File: config.mk
export PLATFORM = sky130hd
export DESIGN_NAME = modem_ctl_mgr
export DESIGN_NICKNAME = d
export VERILOG_FILES = /design/src/rtl/mcm_pkg.sv /design/src/rtl/mcm_sync.sv /design/src/rtl/mcm_tick.sv /design/src/rtl/mcm_chan.sv /design/src/rtl/mcm_hshk.sv /design/src/rtl/modem_ctl_mgr.sv
export SDC_FILE = /design/constraint.sdc
export NUM_CORES = 1
export LEC_CHECK = 0
export BUFFER_PORTS_ARGS = -buffer_cell sky130_fd_sc_hd__buf_2
export CAP_MARGIN = 20
export CORE_MARGIN = 3
export CORE_UTILIZATION = 25
export CTS_BUF_LIST = sky130_fd_sc_hd__clkbuf_4 sky130_fd_sc_hd__clkbuf_8
export CTS_CLUSTER_DIAMETER = 80
export DETAILED_ROUTE_END_ITERATION = 10
export SLEW_MARGIN = 20
export SYNTH_ARGS = -nofsm -noshare
export SYNTH_HDL_FRONTEND = slang
export SYNTH_SLANG_ARGS = --single-unit
File: constraint.sdc
create_clock -name clk -period 1.6 [get_ports clk]
set_clock_uncertainty 0.05 [all_clocks]
set_input_delay 0.32 -clock clk [delete_from_list [all_inputs] [get_ports clk]]
set_output_delay 0.32 -clock clk [all_outputs]
set_load 0.02 [all_outputs]
File: src/rtl/mcm_pkg.sv
package mcm_pkg;

  typedef enum logic [1:0] {
    LP_NONE     = 2'd0,
    LP_LOCAL    = 2'd1,
    LP_REM_NEAR = 2'd2,
    LP_REM_FAR  = 2'd3
  } loop_e;

  // Local loopback wins over remote; the initiating side wins over the far side.
  function automatic loop_e resolve_loop(input logic loc, input logic near, input logic far);
    if (loc)       return LP_LOCAL;
    else if (near) return LP_REM_NEAR;
    else if (far)  return LP_REM_FAR;
    else           return LP_NONE;
  endfunction

  // Carrier is withheld in local loopback and on the looping far end.
  function automatic logic carrier_allowed(input loop_e lp);
    return (lp == LP_NONE) || (lp == LP_REM_NEAR);
  endfunction

endpackage

File: src/rtl/mcm_sync.sv
module mcm_sync #(
  parameter int          WIDTH   = 1,
  parameter int          STAGES  = 2,
  parameter logic [WIDTH-1:0] RST_VAL = '0
) (
  input  logic             clk,
  input  logic             rst,
  input  logic [WIDTH-1:0] d_i,
  output logic [WIDTH-1:0] q_o
);

  logic [STAGES-1:0][WIDTH-1:0] chain_q;

  always_ff @(posedge clk) begin
    if (rst) chain_q[0] <= RST_VAL;
    else     chain_q[0] <= d_i;
  end

  generate
    for (genvar s = 1; s < STAGES; s++) begin : g_stage
      always_ff @(posedge clk) begin
        if (rst) chain_q[s] <= RST_VAL;
        else     chain_q[s] <= chain_q[s-1];
      end
    end
  endgenerate

  assign q_o = chain_q[STAGES-1];

endmodule

File: src/rtl/mcm_tick.sv
module mcm_tick #(
  parameter int DIV = 1536,
  localparam int CW = (DIV > 1) ? $clog2(DIV) : 1
) (
  input  logic clk,
  input  logic rst,
  output logic tick_o
);

  logic [CW-1:0] cnt_q;
  logic          tick_q;

  always_ff @(posedge clk) begin
    if (rst) begin
      cnt_q  <= '0;
      tick_q <= 1'b0;
    end else begin
      tick_q <= (cnt_q == CW'(DIV - 1));
      if (cnt_q == CW'(DIV - 1)) cnt_q <= '0;
      else                       cnt_q <= cnt_q + 1'b1;
    end
  end

  assign tick_o = tick_q;


  cnt_range_chk: assert property (@(posedge clk) disable iff (rst)
    cnt_q <= CW'(DIV - 1));

  generate
    if (DIV > 1) begin : g_gap

      tick_gap_chk: assert property (@(posedge clk) disable iff (rst)
        tick_q |=> !tick_q);
    end
  endgenerate

endmodule

File: src/rtl/mcm_chan.sv
module mcm_chan
  import mcm_pkg::*;
(
  input  logic       clk,
  input  logic       rst,
  input  logic       tick_i,
  input  logic       rts_s_i,
  input  logic       dtr_s_i,
  input  loop_e      loop_i,
  input  logic [1:0] far_ch_i,
  output logic [1:0] loc_ch_o,
  output logic       cts_n_o,
  output logic       dsr_n_o
);

  logic [1:0] loc_q;
  logic       cts_q;
  logic       dsr_q;

  always_ff @(posedge clk) begin
    if (rst) begin
      loc_q <= 2'b11;
      cts_q <= 1'b1;
      dsr_q <= 1'b1;
    end else if (tick_i) begin
      loc_q <= {dtr_s_i, rts_s_i};
      if (loop_i != LP_NONE) begin
        cts_q <= rts_s_i;
        dsr_q <= dtr_s_i;
      end else begin
        cts_q <= far_ch_i[0];
        dsr_q <= far_ch_i[1];
      end
    end
  end

  assign loc_ch_o = loc_q;
  assign cts_n_o  = cts_q;
  assign dsr_n_o  = dsr_q;


  loc_hold_chk: assert property (@(posedge clk) disable iff (rst)
    !tick_i |=> $stable(loc_q));


  far_hold_chk: assert property (@(posedge clk) disable iff (rst)
    !tick_i |=> ($stable(cts_q) && $stable(dsr_q)));

endmodule

File: src/rtl/mcm_hshk.sv
module mcm_hshk
  import mcm_pkg::*;
(
  input  logic  rts_s_i,
  input  logic  dtr_s_i,
  input  logic  lock_i,
  input  loop_e loop_i,
  output logic  cts_n_o,
  output logic  dsr_n_o,
  output logic  dcd_n_o
);

  always_comb begin
    cts_n_o = !(lock_i && !rts_s_i);
    dsr_n_o = 1'b0;
    dcd_n_o = !(lock_i && !dtr_s_i && carrier_allowed(loop_i));
  end

endmodule

File: src/rtl/modem_ctl_mgr.sv
module modem_ctl_mgr
  import mcm_pkg::*;
#(
  parameter int SAMPLE_DIV  = 1536,
  parameter int SYNC_STAGES = 2
) (
  input  logic       clk,
  input  logic       rst,
  input  logic       rts_n_i,
  input  logic       dtr_n_i,
  input  logic       hs_sel_i,
  input  logic       lock_i,
  input  logic       loc_loop_i,
  input  logic       rem_near_i,
  input  logic       rem_far_i,
  input  logic [1:0] far_ch_i,
  output logic       cts_n_o,
  output logic       dsr_n_o,
  output logic       dcd_n_o,
  output logic       lock_ind_o,
  output logic [1:0] loc_ch_o
);

  localparam int SYNC_W = 3;

  logic [SYNC_W-1:0] sync_s;
  logic rts_s, dtr_s, sel_s;
  logic tick;
  loop_e loop;
  logic ch_cts, ch_dsr;
  logic hs_cts, hs_dsr, hs_dcd;
  logic cts_q, dsr_q, dcd_q, lock_q;

  mcm_sync #(
    .WIDTH  (SYNC_W),
    .STAGES (SYNC_STAGES),
    .RST_VAL(3'b011)
  ) u_sync (
    .clk(clk),
    .rst(rst),
    .d_i({hs_sel_i, dtr_n_i, rts_n_i}),
    .q_o(sync_s)
  );

  assign rts_s = sync_s[0];
  assign dtr_s = sync_s[1];
  assign sel_s = sync_s[2];
  assign loop  = resolve_loop(loc_loop_i, rem_near_i, rem_far_i);

  mcm_tick #(.DIV(SAMPLE_DIV)) u_tick (
    .clk   (clk),
    .rst   (rst),
    .tick_o(tick)
  );

  mcm_chan u_chan (
    .clk     (clk),
    .rst     (rst),
    .tick_i  (tick),
    .rts_s_i (rts_s),
    .dtr_s_i (dtr_s),
    .loop_i  (loop),
    .far_ch_i(far_ch_i),
    .loc_ch_o(loc_ch_o),
    .cts_n_o (ch_cts),
    .dsr_n_o (ch_dsr)
  );

  mcm_hshk u_hshk (
    .rts_s_i(rts_s),
    .dtr_s_i(dtr_s),
    .lock_i (lock_i),
    .loop_i (loop),
    .cts_n_o(hs_cts),
    .dsr_n_o(hs_dsr),
    .dcd_n_o(hs_dcd)
  );

  always_ff @(posedge clk) begin
    if (rst) begin
      cts_q  <= 1'b1;
      dsr_q  <= 1'b1;
      dcd_q  <= 1'b1;
      lock_q <= 1'b0;
    end else begin
      lock_q <= lock_i;
      if (sel_s) begin
        cts_q <= hs_cts;
        dsr_q <= hs_dsr;
        dcd_q <= hs_dcd;
      end else begin
        cts_q <= ch_cts;
        dsr_q <= ch_dsr;
        dcd_q <= !(lock_i && carrier_allowed(loop));
      end
    end
  end

  assign cts_n_o    = cts_q;
  assign dsr_n_o    = dsr_q;
  assign dcd_n_o    = dcd_q;
  assign lock_ind_o = lock_q;


  alive_dsr_chk: assert property (@(posedge clk) disable iff (rst)
    sel_s |=> !dsr_n_o);


  lock_loss_chk: assert property (@(posedge clk) disable iff (rst)
    (sel_s && !lock_i) |=> (cts_n_o && dcd_n_o));


  local_loop_dcd_chk: assert property (@(posedge clk) disable iff (rst)
    loc_loop_i |=> dcd_n_o);


  lock_rise_chk: assert property (@(posedge clk) disable iff (rst)
    lock_i |=> lock_ind_o);


  lock_fall_chk: assert property (@(posedge clk) disable iff (rst)
    !lock_i |=> !lock_ind_o);

endmodule

After elaboration in Yosys (flattened, before gate mapping)
Index checks and enable logic that the tools add are counted.
- bits in registers: 26
- input port bits: 11
- output and inout port bits: 6
- logic and storage cells: 35
- add/subtract/negate cells: 1
- eq/ne operators: 2
- mux-type cells: 8
- reductions and logical operators: 13
- operator list (kind ; count):
    $add A11 B1 Y11 const B ; 1
    $eq A11 B11 Y1 const B ; 1
    $mux W2 ; 3
    $logic_not A1 Y1 ; 5
    $mux W1 ; 5
    $logic_and A1 B1 Y1 ; 4
    $eq A2 B2 Y1 const B ; 1
    $logic_not A2 Y1 ; 1
    $reduce_bool A2 Y1 ; 1
    $reduce_or A2 Y1 ; 1
    $logic_or A1 B1 Y1 ; 1

Longest topological paths before layout
- depth in word-level cells: 8
- depth in mapped cells: 4

Hierarchy
A second synthesis with hierarchy kept.
- cells, all modules: 115
- area total of the unflattened synthesis: 1083.5 µm²
- modules (own cells, without submodules) (module ; times used ; cells each ; area an instance (µm²) ; seq. area each (µm²)):
    mcm_tick ; 1 ; 60 ; 541.8 ; 240.2
    mcm_sync ; 1 ; 15 ; 180.2 ; 120.1
    mcm_chan ; 1 ; 19 ; 175.2 ; 80.1
    modem_ctl_mgr ; 1 ; 17 ; 158.9 ; 80.1
    mcm_hshk ; 1 ; 4 ; 27.5 ; 0.0

Worst setup path before layout
OpenSTA, ideal clock, no wires.
- path kind: reg-to-reg
- from: register u_tick.cnt_q[3]
- to: register u_tick.cnt_q[9]
- setup time: 0.066 ns
- arrival: 1.209 ns
- path slack: 0.275 ns
- cell stages (with the launch flop): 4
- path buffers: 0
- clock period less this slack: 1.325 ns
- path through: dfxtp_1 nand4_4 or4_4 a21oi_2
- cells in the longest elaborated chain, start to end: 2
- RTL lines (item ; line ; RTL):
    start, declared ; mcm_tick.sv:10 ; logic [CW-1:0] cnt_q;
    start signal, assigned ; mcm_tick.sv:20 ; else cnt_q <= cnt_q + 1'b1;
    parallel branches: the longest is 2 deep, another holds $add A11 B1 Y11 ; - ;
Several ways; the timed one is not identified.
A chain may end at the register's enable or synchronous reset.

Final worst setup path
Ends and elaborated chain as after synthesis.

==> results.md <==
- Outcome: finished clean
- Crit path max fanout: 7
- Simple-gate share of the synthesized area: 26.1%
- Synth Warn #: 0
- Crit. End Element: flip-flop
- Clock slew at reported path FFs: 0.09 ns
- Final setup margin: 0.193 ns
- Largest stage delay, worst path: ~0.54 ns
- WL/cell: 10.4 um
- Mapped Avg Cell Area: 10.0 um^2
- Design Area, Final: 1180 um^2
- Register area share after synthesis: 53.7%
- Final period util: 88.0%
- Max Fclk: 0.711 GHz
- DRT Pass-1 Iters: 4
- Sw Share: 19.2%
- H-tree levels: 1
- Placed inst area: ~1100 um^2
- Netlist Area Pre-Place: 970 um^2
- Busiest layer in global routing: met2
- Postcts setup bufs: 0
- First-pass GRT wire length: roughly 2900 um
- Dpl ws: about 0.2 ns
- Max VDD drop: 0.490 mV
- Ys async rst share: 0%
- Top-area cell type share of the netlist area: 53.7%
- Most common flop cell mapped by yosys: dfxtp_1
- Combinational Power Share: 4.9%
- Crit path depth: 3
- Area contributors post-synth: dfxtp_1 (54%), nor2b_1 (4.5%), a21oi_1 (4.1%), nand3_1 (3.1%), o21ai_0 (2.6%)
- Syn nets: between 100 and 150
- Via density: ~4.6
- CP delay by family, top: simple AND/OR/NAND/NOR gates
- GR Util All Layers: 8.38%
- Top Ports: 17
- Hold Crit Class: primary input to flip-flop
- FF-to-FF End: u_tick.cnt_q[9]
- Dpl hpwl: 1280 um
- Area fraction in compound gates after synthesis: 12.6%
- Vias in the first global route: 714
- Layout cells sized above 1: between 20% and 30%
- Reg2Reg Setup Slack: 0.19 ns
- Routed WL: between 1500 and 2000 um
- Setup TNS: 0 ns
- Min Tclk post-route: 1.41 ns
- Synthesized flop and latch total: 26
- # DRC: 0
- Max-cap viol count: 0
- Largest net degree at the start of global routing: 20
- Latest clock arrival within the worst-skew pair: 0.27 ns
- Reg2reg path depth: 3
- Core area: 3690 um^2
- Die width: 68.3 um
- CTS root buf: clkbuf_8
- Worst r2r src: u_tick.cnt_q[3]
- Slowest stage cell on the critical path: or4_4
- CP Launch Type: flip-flop
- M1 GR Usage: 8.40%
- Setup Viol. Count Final: 0
- RSZ-0062 raised after global routing: no
- Hold Buf Count CTS: 0
- # clock sinks: 26
- Commonest cells post-synth: dfxtp_1 (26), a21oi_1 (8), nor2b_1 (7)
- EDFF count, synth: 0
- Clk buf depth: 2
- Worst setup path class: flip-flop to flip-flop
- I/O Buffers: 16
- Min-Delay Startpoint: dtr_n_i
- Switch Pwr: between 0.2 and 0.25 mW
- Final Hold Viols: 0
- DRT iter0 DRCs: 22
- CTS buffer count: 3
- Worst endpoint required time: between 1.5 and 2 ns
- Setup crit start: u_tick.cnt_q[3]
- Die H: 68.3 um
- Dominant cell type by area after synthesis: dfxtp_1
- Grt met2 use: roughly 15%
- Worst Tran Pin Value: 0.349 ns
- Library cells used by synthesis: 28
- Met3 Use GR: 4.11%
- DR vias: 755
- Post-Syn Instances: 97
- Cts repair resizes: 0
- Crit path DAT: 1.57 ns
- Largest family of logic cells by synthesized area: simple AND/OR/NAND/NOR gates
- Final GP Congestion: 0.705
- Share of total power in the clock network: around 42%
- Synth Area in XOR/XNOR: 2.71%
- Post-synthesis adder-cell area fraction: 1.29%
- DRT antenna net count: 0
- Initial core utilization: 26.3%
- Relative max-transition margin: 76.5%
- Critical Path Sink: u_tick.cnt_q[9]
- Initial antenna violation count: 0
- Sequential power share: approximately 53%
- Cell Chain, Critical Path: nand4_4 > or4_4 > a21oi_2
- Most frequent cell after synthesis: dfxtp_1
- CTS tree: yes
- Buf/Inv on CP: 0
- Multiplexer area fraction after synthesis: 2.06%
- Pins Over Slew Limit: 0
- Leakage: approximately 0.44 nW
- Gr ovfl total: 0
- Nets: ~130
- # rows: 22
- Int Power: 1.03 mW
- Die area: approximately 4700 um^2
- Total power divided by cell area: 1080 nW/um^2
- Area Overhead vs Synth: 21.8%
- Diode count: 0
- Total Power: 1.27 mW
## through the flow
| step | hold slack, ns | util (%) | std cells |
|---|---|---|---|
| CTS | 0.169 | 32.0 | 164 |
| global route | 0.171 | 32.0 | 164 |
| detailed placement | 0.348 | 30.1 | 160 |
| floorplan | 0.339 | - | 97 |
| global placement | 0.345 | 30.1 | 160 |
| finish | 0.172 | 32.0 | 164 |
## routing by layer
layer | routed length [um] | up-vias
met5 | 0 | -
met4 | 19 | 0
met3 | 137 | 3
met2 | 801 | 18
met1 | 740 | 354
li1 | - | 380
## worst reg2reg max path, stage by stage (launching register included)
cell     delay, ns
dfxtp_1       0.46
nand4_4       0.17
or4_4         0.54
a21oi_2       0.13
## layout by cell type, fill, tap and decap left out, types with 2 or more instances in the layout
cell      netlist  routed
nand2_1         3       3
a211o_1         2       2
o31ai_1         2       2
mux2i_1         2       2
nand2b_1        2       2
or2_2           4       4
a21oi_1         8       8
nor3_1          3       3
buf_2           0      16
nand3_1         6       6
or3_1           4       4
xor2_1          2       2
clkbuf_8        0       3
nor2_1          6       6
nor2b_1         7       7
dfxtp_1        26      26
inv_1           2       2
o21ai_0         5       5
## worst min path at each step
stage	to	cells after the start
final	u_sync.chain_q[1]	2
after detailed placement	u_sync.q_o[1]	1
after global routing	u_sync.chain_q[1]	2
after CTS	u_sync.chain_q[1]	2
after global placement	u_sync.q_o[1]	1
after floorplan	u_sync.q_o[0]	1
## cell type report
type / count / area (um^2)
Fill cell: 386 / 2510
Sequential cell: 26 / 520
Multi-Input combinational cell: 67 / 434
Timing Repair Buffer: 17 / 87.6
Tap cell: 48 / 60.1
Clock buffer: 3 / 41.3
Clock inverter: 1 / 30.0
Inverter: 2 / 7.51
## power groups by stage
stage | clock network (mW) | logic [mW] | registers [mW]
6_report | 0.539 | 0.0617 | 0.671
2_1_floorplan | 0 | 0.0325 | 0.690
4_1_cts | 0.557 | 0.0631 | 0.671
3_3_place_gp | 0 | 0.0603 | 0.685
5_1_grt | 0.587 | 0.0701 | 0.673
3_5_place_dp | 0 | 0.0630 | 0.686
## logic make-up after synthesis
| logic type | count (synthesis) |
|---|---|
| and+or+nand+nor | 41 |
| DFF | 26 |
| AOI/OAI and AO/OA | 20 |
| buffers and inverters | 4 |
| xor gates and xnor gates | 3 |
| muxes | 2 |
| adders and majority gates | 1 |
## flip-flops by register name, summed over array words and instances (netlist names), 2 cells and up
signal	count
u_tick.cnt_q	11
u_sync.q_o	3
u_sync.chain_q	3
u_chan.loc_ch_o	2
Note: power is estimated with default switching activity, not from simulation.
